<file path="src/rtl/eint_group_ctrl.sv">
module eint_group_ctrl #(
  parameter int NGRP  = 7,
  parameter int GW    = 32,
  parameter int NGPIO = 128,
  parameter int AW    = 8
) (
  input  logic             clk,
  input  logic             rst_n,
  input  logic [AW-1:0]    bus_addr,
  input  logic             bus_wr,
  input  logic [GW-1:0]    bus_wdata,
  output logic [GW-1:0]    bus_rdata,
  input  logic [NGPIO-1:0] gpio_in,
  input  logic             timer_match,
  input  logic             usb_cable,
  output logic [NGRP-1:0]  eint_req
);
  localparam int NB = NGRP * GW;

  function automatic logic [GW-1:0] usable(input int g);
    case (g)
      0:       return GW'(32'h0000_0005);
      1, 2:    return '0;
      3:       return ~GW'(32'h0000_00F0);
      default: return '1;
    endcase
  endfunction

  logic [NB-1:0] raw, s1, s2, s2_d;
  logic [NB-1:0] lv_f, st_f, en_f, ty_f;

  always_comb begin
    raw = '0;
    for (int n = 0; n < NGPIO; n++) begin
      raw[(NGRP - 1 - (n >> 5)) * GW + ((24 - (n & 24)) | (n & 7))] = gpio_in[n];
    end
    raw[0] = timer_match;
    raw[2] = usb_cable;
  end

  always_ff @(posedge clk) begin
    if (!rst_n) begin
      s1   <= '0;
      s2   <= '0;
      s2_d <= '0;
    end else begin
      s1   <= raw;
      s2   <= s1;
      s2_d <= s2;
    end
  end

  logic [2:0] kind, grp;
  logic       hit;
  assign kind = bus_addr[7:5];
  assign grp  = bus_addr[4:2];
  assign hit  = bus_addr[7] && (int'(grp) < NGRP) && (bus_addr[1:0] == 2'b00);

  for (genvar g = 0; g < NGRP; g++) begin : gen_grp
    localparam logic [GW-1:0] MASK = usable(g);
    logic [GW-1:0] lv_q, st_q, en_q, ty_q;
    logic [GW-1:0] act, act_d, rise, clr;
    logic          sel;

    assign sel   = bus_wr && hit && (int'(grp) == g);
    assign act   = ~(s2[g*GW +: GW] ^ lv_q);
    assign act_d = ~(s2_d[g*GW +: GW] ^ lv_q);
    assign rise  = act & ~act_d;
    assign clr   = (sel && kind == 3'b101) ? bus_wdata : '0;

    always_ff @(posedge clk) begin
      if (!rst_n) begin
        lv_q <= '0;
        st_q <= '0;
        en_q <= '0;
        ty_q <= '0;
      end else begin
        if (sel && kind == 3'b100) lv_q <= bus_wdata;
        if (sel && kind == 3'b110) en_q <= bus_wdata & MASK;
        if (sel && kind == 3'b111) ty_q <= bus_wdata;
        st_q <= MASK & ((ty_q & act) | (~ty_q & ((st_q & ~clr) | rise)));
      end
    end

    assign lv_f[g*GW +: GW] = lv_q;
    assign st_f[g*GW +: GW] = st_q;
    assign en_f[g*GW +: GW] = en_q;
    assign ty_f[g*GW +: GW] = ty_q;
    assign eint_req[NGRP-1-g] = |(st_q & en_q);
  end

  always_comb begin
    bus_rdata = '0;
    if (hit) begin
      case (kind)
        3'b100:  bus_rdata = lv_f[int'(grp)*GW +: GW];
        3'b101:  bus_rdata = st_f[int'(grp)*GW +: GW];
        3'b110:  bus_rdata = en_f[int'(grp)*GW +: GW];
        3'b111:  bus_rdata = ty_f[int'(grp)*GW +: GW];
        default: bus_rdata = '0;
      endcase
    end
  end
endmodule

</file>
<file path="config.mk">
export PLATFORM = sky130hd
export DESIGN_NAME = eint_group_ctrl
export DESIGN_NICKNAME = d
export VERILOG_FILES = /design/src/rtl/eint_group_ctrl.sv
export SDC_FILE = /design/constraint.sdc
export NUM_CORES = 2
export LEC_CHECK = 0
export ABC_AREA = 1
export BUFFER_PORTS_ARGS = -buffer_cell sky130_fd_sc_hd__buf_4
export CORE_MARGIN = 2
export CORE_UTILIZATION = 66
export DETAILED_ROUTE_END_ITERATION = 8
export PLACE_DENSITY = 0.85
export SLEW_MARGIN = 20
export SYNTH_ARGS = -nofsm -noshare
export SYNTH_HDL_FRONTEND = slang
export SYNTH_SLANG_ARGS = --single-unit
</file>
<file path="constraint.sdc">
create_clock -name clk -period 3.7 [get_ports clk]
set_clock_uncertainty 0.1 [all_clocks]
set_input_delay 0.185 -clock clk [delete_from_list [all_inputs] [get_ports clk]]
set_output_delay 0.185 -clock clk [all_outputs]
set_load 0.02 [all_outputs]
</file>
# Word level (Yosys, flattened, before mapping)
# Index checks and enable logic that the tools add are counted.
[op_classes]
n_eq_ne = 10
n_reduce_logical = 41
n_lt_le_gt_ge = 1
n_bitwise = 70
n_shift = 4
mux = 7
[op_table]
columns = ["cell", "n"]
rows = [
  ["224-bit by 9-bit variable part select with 32-bit output", 4],
  ["32-bit AND", 20],
  ["32-bit inverter", 20],
  ["32-bit OR", 8],
  ["32-bit XOR", 8],
  ["32-bit two-way mux", 5],
  ["32-bit OR reduction", 5],
  ["32-bit case mux with 4 select lines", 1],
  ["1-bit logical AND", 34],
  ["3-bit == test (second input constant)", 8],
  ["3-bit AND", 5],
  ["3-bit inverter", 5],
  ["3-bit by 2-bit == test with 1-bit output (second input constant)", 2],
  ["3-bit OR", 2],
  ["3-bit XOR", 2],
  ["3-bit logical NOT", 1],
  ["3-bit less-than comparator (second input constant)", 1],
  ["3-bit two-way mux", 1],
  ["2-bit logical NOT", 1],
]
[totals]
out_inout_bits = 39
regBits = 1376

# Logic depth before layout (Yosys ltp)
[logic_depth]
depth_word = 12
depth_mapped = 13
depth_no_buf = 10

# Worst setup path after synthesis
# OpenSTA, ideal clock, no wires.
[synth_path]
kind = "input-to-output"
startpoint = "input port bus_addr[7]"
endpoint = "output port bus_rdata[23]"
arrival_time_ps = 1704
path_buffers = 4
stages = 10
path_slack_ps = 1711
path_cell_list = "buf_2 -> nand2_2 -> nand2_1 -> buf_2 -> clkbuf_1 -> buf_2 -> o22ai_1 -> nand2_1 -> nand3_1 -> nor2_1"
[synth_via]
elab_chain_len = 3
word_cells_on_any_way = 8
[synth_lines]
columns = ["element", "line_no", "rtl"]
rows = [
  ["from (decl)", "9", "input logic [AW-1:0] bus_addr,"],
  ["3-bit == test / 1-bit logical AND (equally long branches)", "95, 57", ""],
  ["32-bit case mux with 4 select lines / 1-bit logical AND (equally long branches)", "95, 57", ""],
  ["32-bit two-way mux *", "94", "if (hit) begin"],
  ["to (decl)", "12", "output logic [GW-1:0] bus_rdata,"],
]
# Every way passes the cells marked *; elsewhere a longest branch is shown, timed or not.

# Worst setup path after layout
[layout_path]
startpoint = "input port bus_addr[4]"
endpoint = "output port bus_rdata[14]"
[layout_via]
elab_chain_len = 4
word_cells_on_any_way = 9
[layout_lines]
columns = ["element", "line_no"]
rows = [
  ["parallel branches: the longest is 3 deep, another holds 224-bit by 9-bit variable part select with 32-bit output", "-"],
  ["32-bit two-way mux *", "94"],
]
# Mark *: on every way between the ends.

==> out/results.tsv <==
stage	metric	value	unit
timing	min_period	3.419	ns
timing	layout_setup_ws	0.2812	ns
worst_setup_path	critPathLaunch	bus_addr[4]	
routing	wl_met3	25230	um
timing	slew_headroom	37.41	%
grt	antenna_found_initial	9	
synth	ys_top_cells_by_count	nand2_1 (1,982), dfxtp_1 (1,078), nand3_1 (858), a21oi_1 (765), nor2_1 (464)	
floorplanning	fp.dieH	271.3	um
worst_setup_path	reg2reg_to	gen_grp[3].st_q[30]	
routing	viasPerCell	6.219	
worst_setup_path	cp_data_required_time	3.41	ns
synth	yosysMostFrequentCell	nand2_1	
min_path	hold_depth	4	
routing	ant_nets	0	
layout	fin_cells	8044	
worst_setup_path	critical_path.endpoint	bus_rdata[14]	
routing	post-route-drc-count	2	
synth	synth_area_per_cell	6.855	um2
layout	drive_gt1_share	9.661	%
synth	seq_area_frac_synth	45.75	%
worst_setup_path	rr_startpoint	gen_grp[3].lv_q[30]	
layout	areaGrowthSynthToFinish	16.17	%
pwr	powerDensity	466.0	nW/um2
worst_setup_path	end_kind	output pin	
place	dp_slack	0.8946	ns
clocking	cts.sinks	1078	
timing	drv_slew	0	
worst_setup_path	r2r_cells	4	
grt	grt_pass1_vias	45830	
synth	syn_area	47170	um2
floorplanning	fp.dieArea	73630	um2
synth	async_reset_ff_share	0	%
min_path	hp-class	in2reg	
floorplanning	initial_core_util	66.33	%
routing	wl	167100	um
grt	grt_pass1_wl	254500	um
routing	top_layer	met5	
routing	wl_met2	69070	um
place	dp_hpwl	99580	um
clocking	cts_tree	yes	
floorplanning	die_w	271.3	um
synth	synth_edf_count	0	
routing	drt_iter0_markers	8103	
timing	fin_setup_tns	0	ns
clocking	clkTransAtPathRegs	0.07	ns
grt	grt_overflow	0	
timing	setup-violations-final	0	
routing	avgRoutedWirePerCell	20.78	um
routing	firstDrtPassIters	9	
grt	grt_max_degree	148	
synth	yosysTopAreaCell	dfxtp_1	
clocking	htreeDepth	3	
timing	worst_pin_slew	0.9366	ns
floorplanning	core	71120	um2
status	violations	design-rule violations	
pwr	p_leak	0.02279	uW
worst_setup_path	reg2reg_slack	2.37	ns
place	gp_congestion	0.9698	
worst_setup_path	cp.arrival	3.13	ns
place	place.port_buffers	205	
synth	ys_seq_elements	1078	
clocking	clock-root-buffer	clkbuf_16	
clocking	insertion_delay	0.69	ns
timing	hold_violations	0	
routing	num_vias	50030	
floorplanning	pin_count	212	
worst_setup_path	startpoint_type	input port	
place	placed_cell_area	49340	um2
place	dp_cells	7666	
worst_setup_path	worstSetupPathType	in2out	
synth	syn_inst	6881	
layout	num-nets-final	7175	
synth	ys_types	33	
synth	ys_warn_count	0	
layout	final_util	77.05	%
worst_setup_path	worstPathMaxFanout	21	
status	outcome	finished with violations	
grt	grt_usage	43.74	%
clocking	cts-buffers-inserted	108	
pwr	vdd_drop_max	0.4393	mV
layout	finalInstanceArea	54800	um2
synth	synthFlopType	dfxtp_1	
timing	period_share	92.40	%
synth	synth_top_cells_by_area	dfxtp_1 (46%), nand2_1 (16%), nand3_1 (9.1%)	
timing	clock.fmax	292.5	MHz
synth	synth_top_area_share	45.75	%
job	maxCapViolCount	0	
routing	met1_length	57140	um
floorplanning	row_count	98	
clocking	cts_buffer_depth	3	
timing	rsz0062_at_grt	false	
## cells in the final DEF (no fill, tap or decap), drive strengths merged, types with 9 or more instances in the layout
master,synthesis,routed
a211oi,54,54
clkinv,2,28
a21oi,765,765
clkbuf,367,152
dlygate4sd3,0,176
bufinv,0,10
inv,474,475
o21bai,10,10
nand3,859,859
clkinvlp,0,9
nor2,475,475
or2,123,123
nand4,155,155
nand2,1984,1984
dfxtp,1078,1078
o21ai,338,338
o211ai,16,16
buf,149,350
## routing by layer
layer	vias to the layer above	global-route usage (%)
met2	3798	64.04
met5	-	0
met3	946	13.22
met4	6	34.72
li1	22670	-
met1	22610	53.56
## repair_timing
action / in CTS / in global routing
hold buffers: 176 / 0
buffers inserted: 0 / 0
endpoints found under the hold margin: 810 / 0
resized for setup: 0 / 0
endpoints found under the setup margin: 0 / 0
## layout make-up
type,count,area [um2]
multi-input combinational,4812,21760
sequential,1078,21580
clock inverter,46,514.2
timing repair buffer,526,4772
tap,950,1189
antenna,4,10.01
clock buffer,152,3172
fill,5044,16320
inverter,476,1802
## cell families (layout without fill, tap and decap cells)
| kind of cell | after synthesis | count (layout) | share of synthesized area, % |
|---|---|---|---|
| and+or+nand+nor | 3604 | 3604 | 32.62 |
| AOI/OAI and AO/OA | 1206 | 1206 | 13.37 |
| DFF | 1078 | 1078 | 45.75 |
| buffers and inverters | 992 | 1200 | 8.257 |
| other | 1 | 6 | 0.007950 |
## report_power, final
group | leakage [uW] | switching (uW) | internal [uW]
sequential | 0.00876 | 146 | 11800
combinational | 0.0122 | 1510 | 680
clock | 0.00181 | 4720 | 6650
total | 0.0228 | 6380 | 19200
## through the flow
step | power [uW] | hold slack (ns)
6_report | 25540 | 0.1180
5_1_grt | 26060 | 0.1423
4_1_cts | 25340 | 0.1204
3_5_place_dp | 14100 | 0.2695
3_3_place_gp | 14060 | 0.2645
2_1_floorplan | 13260 | 0.1826
## registers in the layout (all words and copies together), names as in the netlist
register / cells
s2: 126
s1: 126
gen_grp.ty_q: 224
gen_grp.en_q: 126
gen_grp.st_q: 126
s2_d: 126
gen_grp.lv_q: 224
## critical path, cell delays in order
cell	delay [ns]
dlygate4sd3_1	0.54
buf_4	0.17
buf_4	0.26
nand2_1	0.21
clkinv_1	0.56
buf_4	0.36
nand2_1	0.09
nand3_1	0.07
nor2_1	0.43
buf_4	0.24
## worst min path at each step
stage / start / end
2_1_floorplan: timer_match / s1[0]
3_3_place_gp: gpio_in[18] / s1[202]
3_5_place_dp: gpio_in[54] / s1[174]
4_1_cts: gpio_in[18] / s1[202]
5_1_grt: gpio_in[34] / s1[186]
6_report: gpio_in[25] / s1[193]
(Power assumes the default switching activity.)
